--- config.mk ---
export PLATFORM = sky130hd
export DESIGN_NAME = velem_sequencer
export DESIGN_NICKNAME = d
export VERILOG_FILES = /design/src/rtl/velem_pkg.sv /design/src/rtl/velem_width_dec.sv /design/src/rtl/velem_pick.sv /design/src/rtl/velem_opnd_addr.sv /design/src/rtl/velem_sequencer.sv
export SDC_FILE = /design/constraint.sdc
export NUM_CORES = 1
export LEC_CHECK = 0
export BUFFER_PORTS_ARGS = -buffer_cell sky130_fd_sc_hd__buf_2
export CAP_MARGIN = 20
export CORE_MARGIN = 5
export CORE_UTILIZATION = 58
export DETAILED_ROUTE_END_ITERATION = 8
export HOLD_SLACK_MARGIN = 0.03
export PLACE_DENSITY = 0.82
export SETUP_SLACK_MARGIN = 0.1
export SYNTH_ARGS = -nofsm -noshare
export SYNTH_HDL_FRONTEND = slang
export SYNTH_SLANG_ARGS = --single-unit
--- constraint.sdc ---
create_clock -name clk -period 7.5 [get_ports clk]
set_input_delay 0.375 -clock clk [delete_from_list [all_inputs] [get_ports clk]]
set_output_delay 0.375 -clock clk [all_outputs]
set_load 0.1 [all_outputs]
--- src/rtl/velem_pkg.sv ---
package velem_pkg;
  localparam int REG_W    = 32;
  localparam int RIDX_W   = 5;
  localparam int NUM_REGS = 32;
  localparam int OFF_W    = 5;
  localparam int N_OPND   = 3;

  localparam logic [2:0] EWC_8  = 3'b001;
  localparam logic [2:0] EWC_16 = 3'b010;

  typedef struct packed {
    logic [RIDX_W-1:0] base;
    logic              vec;
  } opnd_t;

  // log2 of lanes per register for a width code
  function automatic logic [1:0] lane_shift(input logic [2:0] code);
    case (code)
      EWC_8:   return 2'd2;
      EWC_16:  return 2'd1;
      default: return 2'd0;
    endcase
  endfunction

  // lane number times lane width (REG_W >> lsh)
  function automatic logic [OFF_W-1:0] lane_offset(input logic [1:0] lsh,
                                                   input logic [1:0] lane);
    case (lsh)
      2'd2:    return {lane, 3'b000};
      2'd1:    return {lane[0], 4'b0000};
      default: return '0;
    endcase
  endfunction
endpackage

--- src/rtl/velem_width_dec.sv ---
module velem_width_dec
  import velem_pkg::*;
#(
  parameter int VREGS_W = 4,
  parameter int EIDX_W  = 6
) (
  input  logic [2:0]         ew_code,
  input  logic [VREGS_W-1:0] vreg_len,
  input  logic [EIDX_W-1:0]  req_len,
  output logic [1:0]         lsh,
  output logic [EIDX_W-1:0]  eff_len
);
  logic [EIDX_W-1:0] max_len;

  always_comb begin
    lsh     = lane_shift(ew_code);
    max_len = EIDX_W'(vreg_len) << lsh;
    eff_len = (req_len < max_len) ? req_len : max_len;
  end
endmodule

--- src/rtl/velem_pick.sv ---
module velem_pick #(
  parameter int N  = 60,
  parameter int IW = 6
) (
  input  logic [N-1:0]  act,
  input  logic [IW-1:0] from_idx,
  output logic          found,
  output logic [IW-1:0] idx
);
  always_comb begin
    found = 1'b0;
    idx   = '0;
    for (int i = N - 1; i >= 0; i--) begin
      if (act[i] && (IW'(i) >= from_idx)) begin
        found = 1'b1;
        idx   = IW'(i);
      end
    end
  end
endmodule

--- src/rtl/velem_opnd_addr.sv ---
module velem_opnd_addr
  import velem_pkg::*;
#(
  parameter int EIDX_W = 6
) (
  input  logic              clk,
  input  logic              rst_n,
  input  logic              issue,
  input  opnd_t             cfg,
  input  logic [1:0]        lsh,
  input  logic [EIDX_W-1:0] idx,
  output logic [RIDX_W-1:0] reg_idx,
  output logic [OFF_W-1:0]  bit_off,
  output logic              ovf
);
  localparam int SUM_W = (EIDX_W > RIDX_W) ? EIDX_W + 1 : RIDX_W + 1;

  logic [SUM_W-1:0] full;
  logic [1:0]       lane;

  always_comb begin
    lane = idx[1:0] & ~(2'b11 << lsh);
    full = SUM_W'(cfg.base) + SUM_W'(idx >> lsh);
    if (cfg.vec) begin
      reg_idx = full[RIDX_W-1:0];
      bit_off = lane_offset(lsh, lane);
      ovf     = (full > SUM_W'(NUM_REGS - 1));
    end else begin
      reg_idx = cfg.base;
      bit_off = '0;
      ovf     = 1'b0;
    end
  end

  AST_SCALAR_FIXED: assert property (@(posedge clk) disable iff (!rst_n)
    (issue && !cfg.vec) |-> (reg_idx == cfg.base && bit_off == '0));
  AST_VEC_NOT_BELOW_BASE: assert property (@(posedge clk) disable iff (!rst_n)
    (issue && cfg.vec) |-> (reg_idx >= cfg.base));
endmodule

--- src/rtl/velem_sequencer.sv ---
module velem_sequencer
  import velem_pkg::*;
#(
  parameter int VREGS_W = 4,
  localparam int MAX_ELEMS = ((1 << VREGS_W) - 1) * 4,
  localparam int EIDX_W    = $clog2(MAX_ELEMS + 1)
) (
  input  logic                 clk,
  input  logic                 rst_n,
  input  logic                 start,
  input  logic [2:0]           ew_code,
  input  logic [VREGS_W-1:0]   vreg_len,
  input  logic [EIDX_W-1:0]    req_len,
  input  logic [MAX_ELEMS-1:0] pred,
  input  logic [RIDX_W-1:0]    rd_base,
  input  logic                 rd_vec,
  input  logic [RIDX_W-1:0]    rs1_base,
  input  logic                 rs1_vec,
  input  logic [RIDX_W-1:0]    rs2_base,
  input  logic                 rs2_vec,
  output logic                 busy,
  output logic                 done,
  output logic                 err,
  output logic                 elem_valid,
  output logic [EIDX_W-1:0]    elem_idx,
  output logic [RIDX_W-1:0]    rd_reg,
  output logic [OFF_W-1:0]     rd_off,
  output logic [RIDX_W-1:0]    rs1_reg,
  output logic [OFF_W-1:0]     rs1_off,
  output logic [RIDX_W-1:0]    rs2_reg,
  output logic [OFF_W-1:0]     rs2_off
);
  // captured run state
  logic                 busy_q, done_q, err_q;
  logic [EIDX_W-1:0]    cur_q;
  logic [1:0]           lsh_q;
  logic [EIDX_W-1:0]    eff_len_q;
  logic [MAX_ELEMS-1:0] pred_q;
  opnd_t                ops_q [N_OPND];
  opnd_t                ops_in[N_OPND];

  // named internal events
  logic                 accept;
  logic                 finish;
  logic                 pick_found;
  logic [EIDX_W-1:0]    pick_idx;
  logic                 issue_ovf;
  logic [MAX_ELEMS-1:0] len_mask;
  logic [MAX_ELEMS-1:0] act_mask;
  logic [1:0]           lsh_d;
  logic [EIDX_W-1:0]    eff_len_d;
  logic [RIDX_W-1:0]    o_reg[N_OPND];
  logic [OFF_W-1:0]     o_off[N_OPND];
  logic [N_OPND-1:0]    o_ovf;

  assign ops_in[0] = '{base: rd_base,  vec: rd_vec};
  assign ops_in[1] = '{base: rs1_base, vec: rs1_vec};
  assign ops_in[2] = '{base: rs2_base, vec: rs2_vec};

  velem_width_dec #(.VREGS_W(VREGS_W), .EIDX_W(EIDX_W)) u_dec (
    .ew_code (ew_code),
    .vreg_len(vreg_len),
    .req_len (req_len),
    .lsh     (lsh_d),
    .eff_len (eff_len_d)
  );

  for (genvar g = 0; g < MAX_ELEMS; g++) begin : g_len
    assign len_mask[g] = (EIDX_W'(g) < eff_len_q);
  end
  assign act_mask = pred_q & len_mask;

  velem_pick #(.N(MAX_ELEMS), .IW(EIDX_W)) u_pick (
    .act     (act_mask),
    .from_idx(cur_q),
    .found   (pick_found),
    .idx     (pick_idx)
  );

  for (genvar g = 0; g < N_OPND; g++) begin : g_opnd
    velem_opnd_addr #(.EIDX_W(EIDX_W)) u_addr (
      .clk    (clk),
      .rst_n  (rst_n),
      .issue  (elem_valid),
      .cfg    (ops_q[g]),
      .lsh    (lsh_q),
      .idx    (pick_idx),
      .reg_idx(o_reg[g]),
      .bit_off(o_off[g]),
      .ovf    (o_ovf[g])
    );
  end

  assign issue_ovf  = pick_found && (|o_ovf);
  assign elem_valid = busy_q && pick_found && !issue_ovf;
  assign finish     = busy_q && (!pick_found || issue_ovf);
  assign accept     = !busy_q && start;

  always_ff @(posedge clk or negedge rst_n) begin
    if (!rst_n) begin
      busy_q    <= 1'b0;
      done_q    <= 1'b0;
      err_q     <= 1'b0;
      cur_q     <= '0;
      lsh_q     <= '0;
      eff_len_q <= '0;
      pred_q    <= '0;
      for (int i = 0; i < N_OPND; i++) ops_q[i] <= '0;
    end else begin
      done_q <= 1'b0;
      if (accept) begin
        busy_q    <= 1'b1;
        err_q     <= 1'b0;
        cur_q     <= '0;
        lsh_q     <= lsh_d;
        eff_len_q <= eff_len_d;
        pred_q    <= pred;
        for (int i = 0; i < N_OPND; i++) ops_q[i] <= ops_in[i];
      end else if (finish) begin
        busy_q <= 1'b0;
        done_q <= 1'b1;
        err_q  <= issue_ovf;
      end else if (elem_valid) begin
        cur_q <= pick_idx + EIDX_W'(1);
      end
    end
  end

  assign busy     = busy_q;
  assign done     = done_q;
  assign err      = err_q;
  assign elem_idx = pick_idx;
  assign rd_reg   = o_reg[0];
  assign rd_off   = o_off[0];
  assign rs1_reg  = o_reg[1];
  assign rs1_off  = o_off[1];
  assign rs2_reg  = o_reg[2];
  assign rs2_off  = o_off[2];

  AST_VALID_IN_BUSY: assert property (@(posedge clk) disable iff (!rst_n)
    elem_valid |-> busy_q);
  AST_IDX_BELOW_LEN: assert property (@(posedge clk) disable iff (!rst_n)
    elem_valid |-> (elem_idx < eff_len_q));
  AST_IDX_PRED_SET: assert property (@(posedge clk) disable iff (!rst_n)
    elem_valid |-> pred_q[elem_idx]);
  AST_IDX_ASCEND: assert property (@(posedge clk) disable iff (!rst_n)
    (elem_valid && $past(elem_valid)) |-> (elem_idx > $past(elem_idx)));
  AST_DONE_ONE_CYCLE: assert property (@(posedge clk) disable iff (!rst_n)
    done |=> !done);
  AST_ERR_AT_DONE: assert property (@(posedge clk) disable iff (!rst_n)
    $rose(err) |-> done);
  AST_NO_ISSUE_ON_OVF: assert property (@(posedge clk) disable iff (!rst_n)
    elem_valid |-> (o_ovf == '0));
  AST_START_IGNORED: assert property (@(posedge clk) disable iff (!rst_n)
    (busy_q && start) |=> ($stable(eff_len_q) && $stable(pred_q)));
endmodule

==> results.sh, run 1 <==
export IMPL_outcome="completed"
export IMPL_hold_violations=0
export IMPL_post_route_period_util_pct=93.7
export IMPL_yosys_register_bits=95
export IMPL_crit_path_required_time_ns=7.12
export IMPL_critical_path_most_common_cell="sky130_fd_sc_hd__a21oi_1"
export IMPL_yosysUniqueCellTypes=85
export IMPL_vias_per_cell=6.29
export IMPL_area_fraction_of_the_dominant_cell_type_after_synthesis_pct=31.5
export IMPL_htree_num_levels=3
export IMPL_cts_tree="built"
export IMPL_ys_warnings_count=0
export IMPL_max_slew_margin_pct=39.0
export IMPL_cap_viol_max_count=0
export IMPL_antennaDiodeCount=0
export IMPL_global_route_overflow_total=0
export IMPL_synth_area_leaders="sky130_fd_sc_hd__dfrtp_1, sky130_fd_sc_hd__nand2_1, sky130_fd_sc_hd__ha_1, sky130_fd_sc_hd__a21oi_1, sky130_fd_sc_hd__o21ai_0"
export IMPL_fp_row_count=41
export IMPL_number_of_global_route_vias_before_repair=7402
export IMPL_critPathCaptureType="output port"
export IMPL_synth_async_reset_ratio_pct=100
export IMPL_floorplan_core_area_sq_um=12700
export IMPL_drc=0
export IMPL_layout_common_cells="sky130_fd_sc_hd__nand2_1, sky130_fd_sc_hd__buf_2, sky130_fd_sc_hd__dfrtp_1"
export IMPL_numPortBuffers=124
export IMPL_synth_enable_flop_cells=0
export IMPL_grt_setup_unrepaired="no"
export IMPL_final_setup_skew_ns=0.00935
export IMPL_synth_seq_area_share_pct=31.5
export IMPL_netlist_top_cell_by_area="sky130_fd_sc_hd__dfrtp_1"
export IMPL_crit_type="flop to output port"
export IMPL_hp_class="input pin to flop"
export IMPL_most_used_flip_flop_cell_after_synthesis="sky130_fd_sc_hd__dfrtp_1"
export IMPL_flow_area_growth_from_synthesis_pct=12.6
export IMPL_synth_area_sq_um=7540
export IMPL_clkLatencyLatePin_ns=0.36
export IMPL_layout_min_cycle_time_ns=7.03
export IMPL_wirelength_microns=25200
export IMPL_fillerInstances=1134
export IMPL_grt_use_total_pct=33.4
export IMPL_cts_buffers=9
export IMPL_worst_path_max_delay_cell="sky130_fd_sc_hd__dfrtp_1"
export IMPL_totalNegativeSetupSlack_ns=0
export IMPL_fmax_mhz=142
export IMPL_drt_first_pass_iters=6
export IMPL_cpPeakStageDelay_ns=0.83
export IMPL_crit_arrival_ns=6.65
export IMPL_dpl_instance_area_sq_um=8160
export IMPL_dp_final_hpwl_microns=18800
export IMPL_final_layout_size_suffix_gt1_share_pct=19.1
export IMPL_grt_first_pass_wirelength_microns=39300
export IMPL_clock_buffer_depth=2
export IMPL_netlist_instances=969
export IMPL_antenna_found_initial=0
export IMPL_drt_iter0_drc=1036
export IMPL_finish_net_count=1182
export IMPL_stdcell_area_sq_um=8490
export IMPL_wl_per_cell_microns=20.4
export IMPL_post_synthesis_mean_instance_area_sq_um=7.78
export IMPL_largest_net_degree_at_the_start_of_global_routing=91
export IMPL_cts_sinks=95
export IMPL_setup_worst_path_start_class="flop"
export IMPL_fp_dieArea_sq_um=15400
export IMPL_drtAntennaViolNets=0
export IMPL_layout_commonest_cell="sky130_fd_sc_hd__nand2_1"
export IMPL_place_gp_congestion=1.06
export IMPL_tightest_pin_transition_ns=0.915
export IMPL_top_level_ports=134
export IMPL_critical_path_peak_fanout=22
export IMPL_effective_utilization_at_floorplan_pct=59.5
export IMPL_finalSetupViolCount=0
export IMPL_maxSlewViolCount=0
export IMPL_die_w_microns=124
export IMPL_route_vias_total=7769
export IMPL_cp_cell_sequence="nand2_1, o2111ai_1, nor4bb_1, o21a_1, o31a_1, o21ai_0, a2bb2oi_1, a21oi_1, a222oi_1, o31ai_1, buf_4, ha_1, fa_1, a21o_1, a21oi_1, nor3b_1, mux2i_1, a22o_1, or2_1, inv_4, buf_12"
export IMPL_clk_pin_slew_worst_paths_ns=0.07
export IMPL_die_h_microns=124
export IMPL_cts_root_buf="sky130_fd_sc_hd__clkbuf_16"
export IMPL_finalCoreUtilization_pct=67.0
-- flip-flops by register name, summed over array words and instances (netlist names) --
register,cells
busy,1
cur_q,6
done,1
eff_len_q,6
err,1
lsh_q,2
ops_q,18
pred_q,60
-- through the flow --
stage,hold slack [ns],std cells,setup WS (ns)
after CTS,0.198,1233,0.378
after detailed placement,0.311,1216,0.844
after global placement,0.311,1216,0.956
after floorplan,0.0794,977,0.405
after global routing,0.203,1236,0.120
final,0.199,1236,0.471
-- layer usage --
| metal | global-route usage, % | wire length, microns | vias to the layer above |
|---|---|---|---|
| met2 | 49.2 | 10900 | 460 |
| li1 | - | - | 3623 |
| met3 | 8.99 | 2570 | 68 |
| met4 | 11.4 | 785 | 0 |
| met5 | 0 | 0 | - |
| met1 | 47.4 | 10900 | 3618 |
-- cells by family after synthesis --
family | after synthesis | share of synthesized area [%]
and+or+nand+nor | 474 | 29.0
AOI/OAI and AO/OA | 245 | 23.6
DFF | 95 | 31.5
buffers and inverters | 88 | 5.81
adders and majority gates | 29 | 5.11
muxes | 26 | 3.70
xor gates and xnor gates | 11 | 1.28
other | 1 | 0.0497
-- Yosys cell counts (4+ instances only) --
cell type / instances
sky130_fd_sc_hd__nand2_1: 292
sky130_fd_sc_hd__dfrtp_1: 95
sky130_fd_sc_hd__nor2_1: 53
sky130_fd_sc_hd__a21oi_1: 42
sky130_fd_sc_hd__o21ai_0: 40
sky130_fd_sc_hd__clkbuf_1: 30
sky130_fd_sc_hd__ha_1: 26
sky130_fd_sc_hd__nand3_1: 22
sky130_fd_sc_hd__buf_2: 17
sky130_fd_sc_hd__inv_1: 17
sky130_fd_sc_hd__buf_4: 16
sky130_fd_sc_hd__mux2_2: 15
sky130_fd_sc_hd__a21o_1: 14
sky130_fd_sc_hd__o211ai_1: 14
sky130_fd_sc_hd__nor2b_1: 13
sky130_fd_sc_hd__nor3_1: 12
sky130_fd_sc_hd__o2111ai_1: 12
sky130_fd_sc_hd__mux2i_1: 11
sky130_fd_sc_hd__nand2b_1: 11
sky130_fd_sc_hd__a31oi_1: 10
sky130_fd_sc_hd__and2_1: 10
sky130_fd_sc_hd__a211oi_1: 9
sky130_fd_sc_hd__o21a_1: 9
sky130_fd_sc_hd__o221ai_1: 9
sky130_fd_sc_hd__or2_2: 9
sky130_fd_sc_hd__o31ai_1: 8
sky130_fd_sc_hd__o211a_1: 7
sky130_fd_sc_hd__xnor2_1: 7
sky130_fd_sc_hd__and3_1: 6
sky130_fd_sc_hd__o221a_2: 6
sky130_fd_sc_hd__o31a_1: 6
sky130_fd_sc_hd__a21boi_0: 5
sky130_fd_sc_hd__o2111a_1: 5
sky130_fd_sc_hd__o21bai_1: 5
sky130_fd_sc_hd__or3_1: 5
sky130_fd_sc_hd__a211o_1: 4
sky130_fd_sc_hd__and4b_1: 4
sky130_fd_sc_hd__nand4_1: 4
sky130_fd_sc_hd__nor3b_1: 4
sky130_fd_sc_hd__o22ai_1: 4
sky130_fd_sc_hd__xor2_1: 4
-- area by class of cell --
cell class / count / area, sq um / share of cell area [%]
Clock buffer: 10 / 229 / 2.70
Clock inverter: 6 / 61.3 / 0.722
Inverter: 19 / 77.6 / 0.913
Multi-Input combinational cell: 794 / 4770 / 56.2
Sequential cell: 95 / 2380 / 28.0
Tap cell: 172 / 215 / 2.53
Timing Repair Buffer: 140 / 761 / 8.96
-- final timing paths --
| path | from | endpoint | slack, ns | cells after the start |
|---|---|---|---|---|
| min | rs2_base[4] | ops_q[5] | 0.20 | 3 |
| min in group asynchronous | rst_n | pred_q[50] | 0.46 | 2 |
| min reg2reg | pred_q[48] | pred_q[48] | 0.47 | 2 |
| max | cur_q[4] | elem_valid | 0.47 | 21 |
| max reg2reg | cur_q[4] | cur_q[3] | 1.12 | 22 |
| max in group asynchronous | rst_n | cur_q[2] | 5.82 | 3 |
-- repair_timing --
| action | 4_1_cts | 5_1_grt |
|---|---|---|
| hold buffers | 1 | 0 |
| setup buffers | 0 | 3 |
| setup endpoints to repair | 0 | 1 |
| hold endpoints to repair | 28 | 0 |
| gates resized for setup | 0 | 5 |
-- critical path, delay by kind of cell (launching register included) --
kind / cells / cell delay (ns)
AO/OA/AOI/OAI: 11 / 2.72
adder cells (fa/ha/maj): 2 / 0.62
buffers and inverters: 3 / 0.48
flip-flops: 1 / 0.83
multiplexers: 1 / 0.11
AND/OR/NAND/NOR: 4 / 1.52
Power of run 1 is not shown: default switching activity piles up to over one toggle a cycle in this logic, so the estimate is an artifact.
==> inputs of run 2 (changes only) <==
- CORE_UTILIZATION: 58 -> 59
- CTS_BUF_LIST: unset -> sky130_fd_sc_hd__clkbuf_4 sky130_fd_sc_hd__clkbuf_8
- PLACE_DENSITY: 0.82 -> 0.84
==> results.sh, run 2 (synthesized netlist as in run 1, its figures left out) <==
export IMPL_effective_utilization_at_floorplan_pct=60.0
export IMPL_die_w_microns=123
export IMPL_final_layout_size_suffix_gt1_share_pct=18.7
export IMPL_outcome="completed"
export IMPL_global_route_overflow_total=0
export IMPL_critical_path_peak_fanout=26
export IMPL_clkLatencyLatePin_ns=0.40
export IMPL_clk_pin_slew_worst_paths_ns=0.12
export IMPL_fmax_mhz=144
export IMPL_crit_path_required_time_ns=7.12
export IMPL_crit_arrival_ns=6.59
export IMPL_setup_worst_path_start_class="flop"
export IMPL_antennaDiodeCount=0
export IMPL_dpl_instance_area_sq_um=8170
export IMPL_top_level_ports=134
export IMPL_floorplan_core_area_sq_um=12600
export IMPL_maxSlewViolCount=0
export IMPL_worst_path_max_delay_cell="sky130_fd_sc_hd__nor3_1"
export IMPL_htree_num_levels=3
export IMPL_place_gp_congestion=1.11
export IMPL_max_slew_margin_pct=37.2
export IMPL_layout_common_cells="sky130_fd_sc_hd__nand2_1, sky130_fd_sc_hd__buf_2, sky130_fd_sc_hd__dfrtp_1"
export IMPL_wirelength_microns=24700
export IMPL_tightest_pin_transition_ns=0.942
export IMPL_cap_viol_max_count=0
export IMPL_hold_violations=0
export IMPL_totalNegativeSetupSlack_ns=0
export IMPL_crit_type="flop to output port"
export IMPL_final_setup_skew_ns=0.0151
export IMPL_grt_setup_unrepaired="no"
export IMPL_largest_register_ff_count=60
export IMPL_cts_buffers=9
export IMPL_cts_tree="built"
export IMPL_die_h_microns=123
export IMPL_finalSetupViolCount=0
export IMPL_cts_sinks=95
export IMPL_hp_class="input pin to flop"
export IMPL_post_route_period_util_pct=92.9
export IMPL_largest_net_degree_at_the_start_of_global_routing=89
export IMPL_largest_register="pred_q"
export IMPL_wl_per_cell_microns=20.0
export IMPL_fp_dieArea_sq_um=15100
export IMPL_cts_root_buf="sky130_fd_sc_hd__clkbuf_8"
export IMPL_fp_row_count=41
export IMPL_dp_final_hpwl_microns=18700
export IMPL_number_of_global_route_vias_before_repair=7372
export IMPL_layout_commonest_cell="sky130_fd_sc_hd__nand2_1"
export IMPL_critPathTopFamily="simple AND/OR/NAND/NOR gates"
export IMPL_drt_iter0_drc=1012
export IMPL_stdcell_area_sq_um=8370
export IMPL_crit_buf_inv=2
export IMPL_drc=0
export IMPL_clock_buffer_depth=2
export IMPL_layout_min_cycle_time_ns=6.97
export IMPL_cpPeakStageDelay_ns=0.85
export IMPL_finish_net_count=1180
export IMPL_reg_top3="pred_q: 60 flops, ops_q: 18 flops"
export IMPL_grt_use_total_pct=33.2
export IMPL_cp_cell_sequence="nor3_1, nand3_1, a41o_1, or4b_1, o211ai_1, a21oi_1, nor2b_1, mux2i_1, mux2i_1, ha_1, a21oi_1, nor2b_1, o21ai_0, nor2b_1, mux2i_1, a22o_1, or2_1, inv_4, buf_12"
export IMPL_antenna_found_initial=0
export IMPL_drtAntennaViolNets=0
export IMPL_numPortBuffers=124
export IMPL_grt_first_pass_wirelength_microns=39000
export IMPL_flow_area_growth_from_synthesis_pct=11.0
export IMPL_route_vias_total=7718
export IMPL_critPathCaptureType="output port"
export IMPL_vias_per_cell=6.25
export IMPL_drt_first_pass_iters=7
## run 2: changes by cell type in the layout (fill, tap and decap cells not counted), moves of 2 or more
cell	previous run	this run
sky130_fd_sc_hd__dfrtp_2	2	0
sky130_fd_sc_hd__clkbuf_8	0	9
sky130_fd_sc_hd__dfrtp_1	93	95
sky130_fd_sc_hd__buf_4	16	14
sky130_fd_sc_hd__clkbuf_16	9	0
## run 2: final cells by class
type / instances / area (sq um)
multi-input combinational: 794 / 4760
sequential: 95 / 2380
fill: 1091 / 4200
clock inverter: 7 / 66.3
tap: 172 / 215
clock buffer: 9 / 124
inverter: 19 / 77.6
timing repair buffer: 138 / 746
## run 2: path summary, 6_finish.rpt
kind | slack (ns) | start | depth (start not counted) | endpoint
min in group asynchronous | 0.41 | rst_n | 2 | pred_q[46]
setup reg to reg | 1.12 | eff_len_q[3] | 19 | cur_q[0]
hold reg to reg | 0.48 | pred_q[48] | 2 | pred_q[48]
hold / removal | 0.15 | rs2_base[4] | 3 | ops_q[5]
setup / recovery | 0.53 | eff_len_q[3] | 19 | elem_valid
max in group asynchronous | 5.84 | rst_n | 3 | pred_q[32]
## run 2: tightest hold or removal path, cell delays in order
cell                      delay, ns
sky130_fd_sc_hd__buf_2         0.07
sky130_fd_sc_hd__nand2_1       0.04
sky130_fd_sc_hd__nand2_1       0.04
## run 2: stage by stage
| stage | std cells | setup WS, ns | util (%) | hold WS (ns) |
|---|---|---|---|---|
| after floorplan | 977 | 0.405 | - | 0.0794 |
| after global placement | 1217 | 1.27 | 65.0 | 0.281 |
| after detailed placement | 1217 | 1.19 | 65.0 | 0.290 |
| after CTS | 1234 | 0.704 | 66.6 | 0.149 |
| after global routing | 1234 | 0.112 | 66.6 | 0.157 |
| final | 1234 | 0.532 | 66.6 | 0.155 |
## run 2: timing repair
| item | 4_1_cts | 5_1_grt |
|---|---|---|
| setup buffers | 0 | 0 |
| endpoints found under the setup margin | 0 | 1 |
| gates resized for setup | 0 | 1 |
| hold buffers | 1 | 0 |
| hold endpoints to repair | 22 | 0 |
## run 2: layer usage
layer | part of all wire [%] | up-vias | GRT usage, %
met5 | 0 | - | 0
met4 | 3.4 | 0 | 12.2
met3 | 11 | 71 | 8.97
met2 | 44 | 450 | 49.7
met1 | 42 | 3572 | 46.4
li1 | - | 3625 | -
Power of run 2 is left out for the same reason.
